<file path="config.mk">
export PLATFORM = sky130hd
export DESIGN_NAME = err_cap_unit
export DESIGN_NICKNAME = d
export VERILOG_FILES = /design/src/rtl/err_cap_pkg.sv /design/src/rtl/err_pend_acc.sv /design/src/rtl/err_ack_enc.sv /design/src/rtl/err_log_bank.sv /design/src/rtl/err_csr_view.sv /design/src/rtl/err_cap_unit.sv
export SDC_FILE = /design/constraint.sdc
export NUM_CORES = 1
export LEC_CHECK = 0
export BUFFER_PORTS_ARGS = -buffer_cell sky130_fd_sc_hd__buf_2
export CORE_MARGIN = 10
export CORE_UTILIZATION = 46
export CTS_BUF_LIST = sky130_fd_sc_hd__clkbuf_16
export CTS_CLUSTER_SIZE = 14
export DETAILED_ROUTE_END_ITERATION = 10
export GPL_ROUTABILITY_DRIVEN = 0
export PLACE_DENSITY_LB_ADDON = 0.2
export SYNTH_ARGS = -nofsm -noshare
export SYNTH_HDL_FRONTEND = slang
export SYNTH_SLANG_ARGS = --single-unit
</file>
<file path="constraint.sdc">
create_clock -name clk -period 1.7 [get_ports clk]
set_input_delay 0.085 -clock clk [delete_from_list [all_inputs] [get_ports clk]]
set_output_delay 0.085 -clock clk [all_outputs]
set_load 0.02 [all_outputs]
</file>
<file path="src/rtl/err_cap_pkg.sv">
package err_cap_pkg;

   localparam int unsigned N_ERR = 3;

   localparam int unsigned ERR_TAG_ADDR = 0;
   localparam int unsigned ERR_TAG_CTL  = 1;
   localparam int unsigned ERR_NXM      = 2;

   typedef enum logic [1:0] {
      CSR_STATUS  = 2'd0,
      CSR_ADDR_LO = 2'd1,
      CSR_ADDR_HI = 2'd2,
      CSR_RSVD    = 2'd3
   } csr_sel_e;

   typedef enum logic {
      SRC_CPU = 1'b0,
      SRC_DMA = 1'b1
   } txn_src_e;

endpackage

</file>
<file path="src/rtl/err_pend_acc.sv">
module err_pend_acc #(
   parameter int unsigned N_ERR = 3
) (
   input  logic             clk,
   input  logic             rst_n,
   input  logic             txn_end,
   input  logic [N_ERR-1:0] err_in,
   output logic [N_ERR-1:0] err_all
);

   logic [N_ERR-1:0] pend_q;

   // errors of the ending cycle count too
   assign err_all = pend_q | err_in;

   always_ff @(posedge clk) begin
      if (!rst_n) begin
         pend_q <= '0;
      end else if (txn_end) begin
         pend_q <= '0;
      end else begin
         pend_q <= pend_q | err_in;
      end
   end

endmodule

</file>
<file path="src/rtl/err_ack_enc.sv">
module err_ack_enc #(
   parameter int unsigned    ACK_W     = 3,
   parameter logic [ACK_W-1:0] OK_CODE   = 1,
   parameter logic [ACK_W-1:0] STC_CODE  = 3,
   parameter logic [ACK_W-1:0] HARD_CODE = 7,
   parameter bit             HAS_STC   = 1'b1
) (
   input  logic             clk,
   input  logic             rst_n,
   input  logic             fire,
   input  logic             hard,
   input  logic             stc_fail,
   output logic [ACK_W-1:0] ack
);

   logic [ACK_W-1:0] code_d;
   logic [ACK_W-1:0] ack_q;

   generate
      if (HAS_STC) begin : g_stc
         always_comb begin
            if (hard)          code_d = HARD_CODE;
            else if (stc_fail) code_d = STC_CODE;
            else               code_d = OK_CODE;
         end
      end else begin : g_plain
         logic unused_stc;
         assign unused_stc = stc_fail;
         always_comb begin
            code_d = hard ? HARD_CODE : OK_CODE;
         end
      end
   endgenerate

   always_ff @(posedge clk) begin
      if (!rst_n)     ack_q <= '0;
      else if (fire)  ack_q <= code_d;
      else            ack_q <= '0;
   end

   assign ack = ack_q;

endmodule

</file>
<file path="src/rtl/err_log_bank.sv">
module err_log_bank #(
   parameter int unsigned N_ERR = 3,
   parameter int unsigned LOG_W = 29
) (
   input  logic             clk,
   input  logic             rst_n,
   input  logic             log_evt,
   input  logic [N_ERR-1:0] err_vec,
   input  logic [LOG_W-1:0] addr_cap,
   input  logic [N_ERR-1:0] clr_err,
   input  logic             clr_lost,
   output logic [N_ERR-1:0] log_err,
   output logic             log_lost,
   output logic [LOG_W-1:0] log_addr
);

   logic [N_ERR-1:0] err_q,  err_left, err_d;
   logic             lost_q, lost_left, lost_d;
   logic [LOG_W-1:0] addr_q, addr_d;
   logic             still_locked;

   // clear first, then judge the lock on what remains
   always_comb begin
      err_left     = err_q & ~clr_err;
      lost_left    = lost_q & ~clr_lost;
      still_locked = (|err_left) | lost_left;
      err_d        = err_left;
      lost_d       = lost_left;
      addr_d       = addr_q;
      if (log_evt) begin
         if (still_locked) begin
            lost_d = 1'b1;
         end else begin
            err_d  = err_vec;
            lost_d = 1'b0;
            addr_d = addr_cap;
         end
      end
   end

   always_ff @(posedge clk) begin
      if (!rst_n) begin
         err_q  <= '0;
         lost_q <= 1'b0;
         addr_q <= '0;
      end else begin
         err_q  <= err_d;
         lost_q <= lost_d;
         addr_q <= addr_d;
      end
   end

   assign log_err  = err_q;
   assign log_lost = lost_q;
   assign log_addr = addr_q;

endmodule

</file>
<file path="src/rtl/err_csr_view.sv">
module err_csr_view #(
   parameter int unsigned N_ERR    = 3,
   parameter int unsigned LOG_W    = 29,
   parameter int unsigned REG_W    = 16,
   parameter int unsigned LOST_BIT = 15
) (
   input  logic [1:0]       csr_sel,
   input  logic [N_ERR-1:0] log_err,
   input  logic             log_lost,
   input  logic [LOG_W-1:0] log_addr,
   output logic [REG_W-1:0] rdata
);
   import err_cap_pkg::*;

   localparam int unsigned HI_W = LOG_W - REG_W;

   logic [REG_W-1:0] stat_w, lo_w, hi_w;

   always_comb begin
      stat_w                = '0;
      stat_w[N_ERR-1:0]     = log_err;
      stat_w[LOST_BIT]      = log_lost;
      lo_w                  = log_addr[REG_W-1:0];
      hi_w                  = '0;
      hi_w[HI_W-1:0]        = log_addr[LOG_W-1:REG_W];
   end

   always_comb begin
      unique case (csr_sel_e'(csr_sel))
         CSR_STATUS:  rdata = stat_w;
         CSR_ADDR_LO: rdata = lo_w;
         CSR_ADDR_HI: rdata = hi_w;
         default:     rdata = '0;
      endcase
   end

endmodule

</file>
<file path="src/rtl/err_cap_unit.sv">
module err_cap_unit #(
   parameter int unsigned ADDR_W    = 34,
   parameter int unsigned LOG_LSB   = 5,
   parameter int unsigned REG_W     = 16,
   parameter int unsigned LOST_BIT  = 15,
   parameter int unsigned CPU_ACK_W = 3,
   parameter int unsigned DMA_ACK_W = 2
) (
   input  logic                 clk,
   input  logic                 rst_n,
   input  logic                 txn_end,
   input  logic                 txn_src,
   input  logic [ADDR_W-1:0]    txn_addr,
   input  logic                 txn_stc_fail,
   input  logic                 err_tag_addr,
   input  logic                 err_tag_ctl,
   input  logic                 err_nxm,
   output logic [CPU_ACK_W-1:0] cpu_ack,
   output logic [DMA_ACK_W-1:0] dma_ack,
   input  logic [1:0]           csr_sel,
   input  logic                 csr_wr,
   input  logic [REG_W-1:0]     csr_wdata,
   output logic [REG_W-1:0]     csr_rdata
);
   import err_cap_pkg::*;

   localparam int unsigned LOG_W = ADDR_W - LOG_LSB;

   initial begin
      if (LOG_W <= REG_W || LOG_W > 2 * REG_W)
         $fatal(1, "captured address must span exactly two registers");
      if (LOST_BIT < N_ERR || LOST_BIT >= REG_W)
         $fatal(1, "lost-error bit position out of range");
      if (CPU_ACK_W < 2 || DMA_ACK_W < 2)
         $fatal(1, "completion code width too small");
   end

   logic [N_ERR-1:0] err_now, err_all;
   logic             any_err;
   logic             cpu_fire, dma_fire;
   logic             stat_wr;
   logic [N_ERR-1:0] clr_err;
   logic             clr_lost;
   logic [N_ERR-1:0] log_err;
   logic             log_lost;
   logic [LOG_W-1:0] log_addr;

   always_comb begin
      err_now               = '0;
      err_now[ERR_TAG_ADDR] = err_tag_addr;
      err_now[ERR_TAG_CTL]  = err_tag_ctl;
      err_now[ERR_NXM]      = err_nxm;
   end

   err_pend_acc #(.N_ERR(N_ERR)) u_pend (
      .clk     (clk),
      .rst_n   (rst_n),
      .txn_end (txn_end),
      .err_in  (err_now),
      .err_all (err_all)
   );

   assign any_err  = |err_all;
   assign cpu_fire = txn_end && (txn_src == SRC_CPU);
   assign dma_fire = txn_end && (txn_src == SRC_DMA);

   err_ack_enc #(
      .ACK_W     (CPU_ACK_W),
      .OK_CODE   (CPU_ACK_W'(1)),
      .STC_CODE  (CPU_ACK_W'(3)),
      .HARD_CODE ({CPU_ACK_W{1'b1}}),
      .HAS_STC   (1'b1)
   ) u_cpu_ack (
      .clk      (clk),
      .rst_n    (rst_n),
      .fire     (cpu_fire),
      .hard     (any_err),
      .stc_fail (txn_stc_fail),
      .ack      (cpu_ack)
   );

   err_ack_enc #(
      .ACK_W     (DMA_ACK_W),
      .OK_CODE   (DMA_ACK_W'(1)),
      .STC_CODE  (DMA_ACK_W'(1)),
      .HARD_CODE ({DMA_ACK_W{1'b1}}),
      .HAS_STC   (1'b0)
   ) u_dma_ack (
      .clk      (clk),
      .rst_n    (rst_n),
      .fire     (dma_fire),
      .hard     (any_err),
      .stc_fail (1'b0),
      .ack      (dma_ack)
   );

   assign stat_wr  = csr_wr && (csr_sel_e'(csr_sel) == CSR_STATUS);
   assign clr_err  = stat_wr ? csr_wdata[N_ERR-1:0] : '0;
   assign clr_lost = stat_wr && csr_wdata[LOST_BIT];

   err_log_bank #(.N_ERR(N_ERR), .LOG_W(LOG_W)) u_log (
      .clk      (clk),
      .rst_n    (rst_n),
      .log_evt  (txn_end && any_err),
      .err_vec  (err_all),
      .addr_cap (txn_addr[ADDR_W-1:LOG_LSB]),
      .clr_err  (clr_err),
      .clr_lost (clr_lost),
      .log_err  (log_err),
      .log_lost (log_lost),
      .log_addr (log_addr)
   );

   err_csr_view #(
      .N_ERR    (N_ERR),
      .LOG_W    (LOG_W),
      .REG_W    (REG_W),
      .LOST_BIT (LOST_BIT)
   ) u_view (
      .csr_sel  (csr_sel),
      .log_err  (log_err),
      .log_lost (log_lost),
      .log_addr (log_addr),
      .rdata    (csr_rdata)
   );

   logic unused_bits;
   assign unused_bits = ^{txn_addr[LOG_LSB-1:0], csr_wdata[LOST_BIT-1:N_ERR],
                          csr_wdata[REG_W-1:LOST_BIT]};

endmodule

</file>
==> metrics.cfg <==
[synth]
yosys_most_used_dff = dfxtp_1
netlist_instances = 198
synth-compound-area-share = 0.09258
syn_avg_cell_area_um2 = 9.283
synth-async-reset-ratio = 0
synth_area_um2 = 1838
synth_top_family_by_area = simple AND/OR/NAND/NOR gates
synth_xor_area_frac = 0
synth-edff-count = 0
ys_types = 25
synthAdderAreaFrac = 0
ys_ff_latch = 41
syn_nets = 259
ys.warnings.count = 0
ys_seq_area_frac = 0.4466
yosys.area_share.simple = 0.2131
synth_mux_area_frac = 0.1797

[drt]
drt_iter0_markers = 95
dr.pass1.iters = 4
ant_nets = 0
avgRoutedWirePerCell_um = 13.91
avgViaCountPerCell = 4.814
vias = 1497
wl_um = 4327
drc_errors = 0

[floorplan]
dieHeight_um = 83.21
start_util = 0.4874
ios = 82
fp.dieW_um = 83.21
row_count = 22
die-area_um2 = 6924
core_um2 = 3771

[setup_path]
r2r_start = u_pend.pend_q[1]
cp_cell_sequence = nor2_1 > nand3_1 > and4_2 > buf_4 > a32o_2
crit_family = simple AND/OR/NAND/NOR gates
crit_path_start_kind = flop
crit_slowest_cell = and4_2
path_class = reg2reg
crit_path_end_kind = flop
path_buf_inv = 1
cp_slowest_stage_delay_ns = 0.32
rrSetupSlack_ns = 0.19
arrival_ns = 1.68
cp-startpoint = u_pend.pend_q[1]
worstPathRequired_ns = 1.87
critPathMaxFanout = 8
worst-r2r-cell-count = 5
rr_endpoint = u_log.log_err[2]

[power]
ir_drop_mv = 0.7937
power_density_nw_per_um2 = 1065
power_leakage_nw = 1.098

[place]
post-dp-hpwl_um = 3250
port_buffers = 64
place_inst = 302

[layout]
drive_above_1_share = 0.3156
syn2layout_area_growth_pct = 25.87
final_nets = 323
final_common_cell = buf_2
diodes = 0
final-instance-count-excl-fill = 311
layout_common_cells = 64 x buf_2, 62 x nand2_1, 41 x dfxtp_1

[sta]
slew_violations = 0
fin_skew_ns = 0.003614
rsz0062_at_grt = false
setup_tns_ns = 0
slew_headroom = 0.6226
fin_crit_ns = 1.507
clock.fmax_mhz = 663.7
hold_violations = 0
period_share = 0.8863
worst_pin_slew_ns = 0.5635
setup_violations = 0

[cts]
cts_buffers = 5
cts_setup_buffers = 0
cts.reportedPaths.clkPinSlew_ns = 0.06
cts_max_path_buffers = 2
clock_latency_ns = 0.28
cts_root_buffer = clkbuf_16
cts_tree = yes
clock_sinks = 41
cts.htree.levels = 2

[grt]
grt_max_degree = 28
grt_usage = 0.1251
grt_pass1_vias = 1529
antenna_found_initial = 0
grt_overflow = 0
grt_pass1_wl_um = 7348

[hold_path]
hold_depth = 2
hp-class = in2reg
min_to = u_cpu_ack.ack[1]
hold_start = txn_stc_fail

[outcome]
status = finished clean

[flow_run]
max_cap_violations = 0

-- timing repair --
action                                 in CTS  in global routing
setup endpoints to repair                   0                 12
gates resized for setup                     0                  1
endpoints found under the hold margin       1                  0
hold buffers                                1                  0
-- worst reg2reg max path, delay by kind of cell (launching register included) --
kind | cells | cell delay [ns]
AND/OR/NAND/NOR | 3 | 0.71
flip-flops | 1 | 0.29
AO/OA/AOI/OAI | 1 | 0.22
buffers and inverters | 1 | 0.18
-- where the power goes --
group	leakage (nW)	internal, mW	switching (mW)
logic	0.693	0.230	0.244
clock network	0.0687	0.530	0.346
registers	0.336	1.06	0.0498
total	1.10	1.82	0.640
-- cell families (layout without fill, tap and decap cells) --
| family | Yosys count | after routing |
|---|---|---|
| and+or+nand+nor | 88 | 88 |
| DFF | 41 | 41 |
| muxes | 33 | 33 |
| buffers and inverters | 16 | 81 |
| AOI/OAI and AO/OA | 20 | 20 |
-- per-layer routing --
layer / track usage / vias to the layer above / routed length [um]
met1: 0.1594 / 662 / 2094
li1: - / 794 / -
met2: 0.1823 / 38 / 1871
met4: 0.04615 / 0 / 36
met3: 0.05176 / 3 / 325
met5: 0 / - / 0
-- cell type report --
| type | instances | area, um^2 |
|---|---|---|
| fillers | 348 | 1458 |
| multi-input cells | 141 | 895.9 |
| flip-flops and latches | 41 | 820.8 |
| repair buffers | 72 | 395.4 |
| clock buffers | 5 | 125.1 |
| well taps | 48 | 60.06 |
| clock inverters | 3 | 12.51 |
| inverters | 1 | 3.754 |
-- per-stage QoR --
step | power [mW] | hold WS [ns] | area (um^2) | utilization | setup WS [ns]
global route | 2.580 | 0.02188 | 2313 | 0.6135 | 0.05640
global placement | 1.602 | 0.2807 | 2163 | 0.5737 | 0.06758
floorplan | 1.508 | 0.1752 | 1838 | - | 0.2154
finish | 2.463 | 0.02025 | 2313 | 0.6135 | 0.1932
detailed placement | 1.608 | 0.2794 | 2163 | 0.5737 | 0.04591
CTS | 2.485 | 0.01503 | 2311 | 0.6128 | 0.06479
-- how the worst max path moves through the flow --
stage	to	slack [ns]	cells past startpoint
global placement	csr_rdata[11]	0.07	5
detailed placement	u_log.log_addr[7]	0.05	6
global route	u_log.log_addr[3]	0.06	4
CTS	csr_rdata[3]	0.06	5
finish	u_log.log_err[2]	0.19	5
floorplan	u_log.log_addr[0]	0.22	7
-- cells in the mapped netlist, types with 2 or more instances --
library cell	n	area [um^2]
a22o_1	10	87.58
clkbuf_1	9	33.78
nand4bb_1	3	33.78
nand2_1	62	232.7
and2_1	4	25.02
nor2b_1	4	25.02
a32o_2	3	33.78
dfxtp_1	41	820.8
mux2i_1	33	330.3
buf_12	3	60.06
buf_6	2	22.52
nor2_1	9	33.78
o21ai_0	3	15.01
-- flip-flops by register name (all words and copies together) (netlist names) --
signal / count
u_log.log_addr: 29
u_cpu_ack.ack: 3
u_log.log_err: 3
u_pend.pend_q: 3
u_dma_ack.ack: 2
u_log.log_lost: 1
Power figures use the tool's default switching activity.
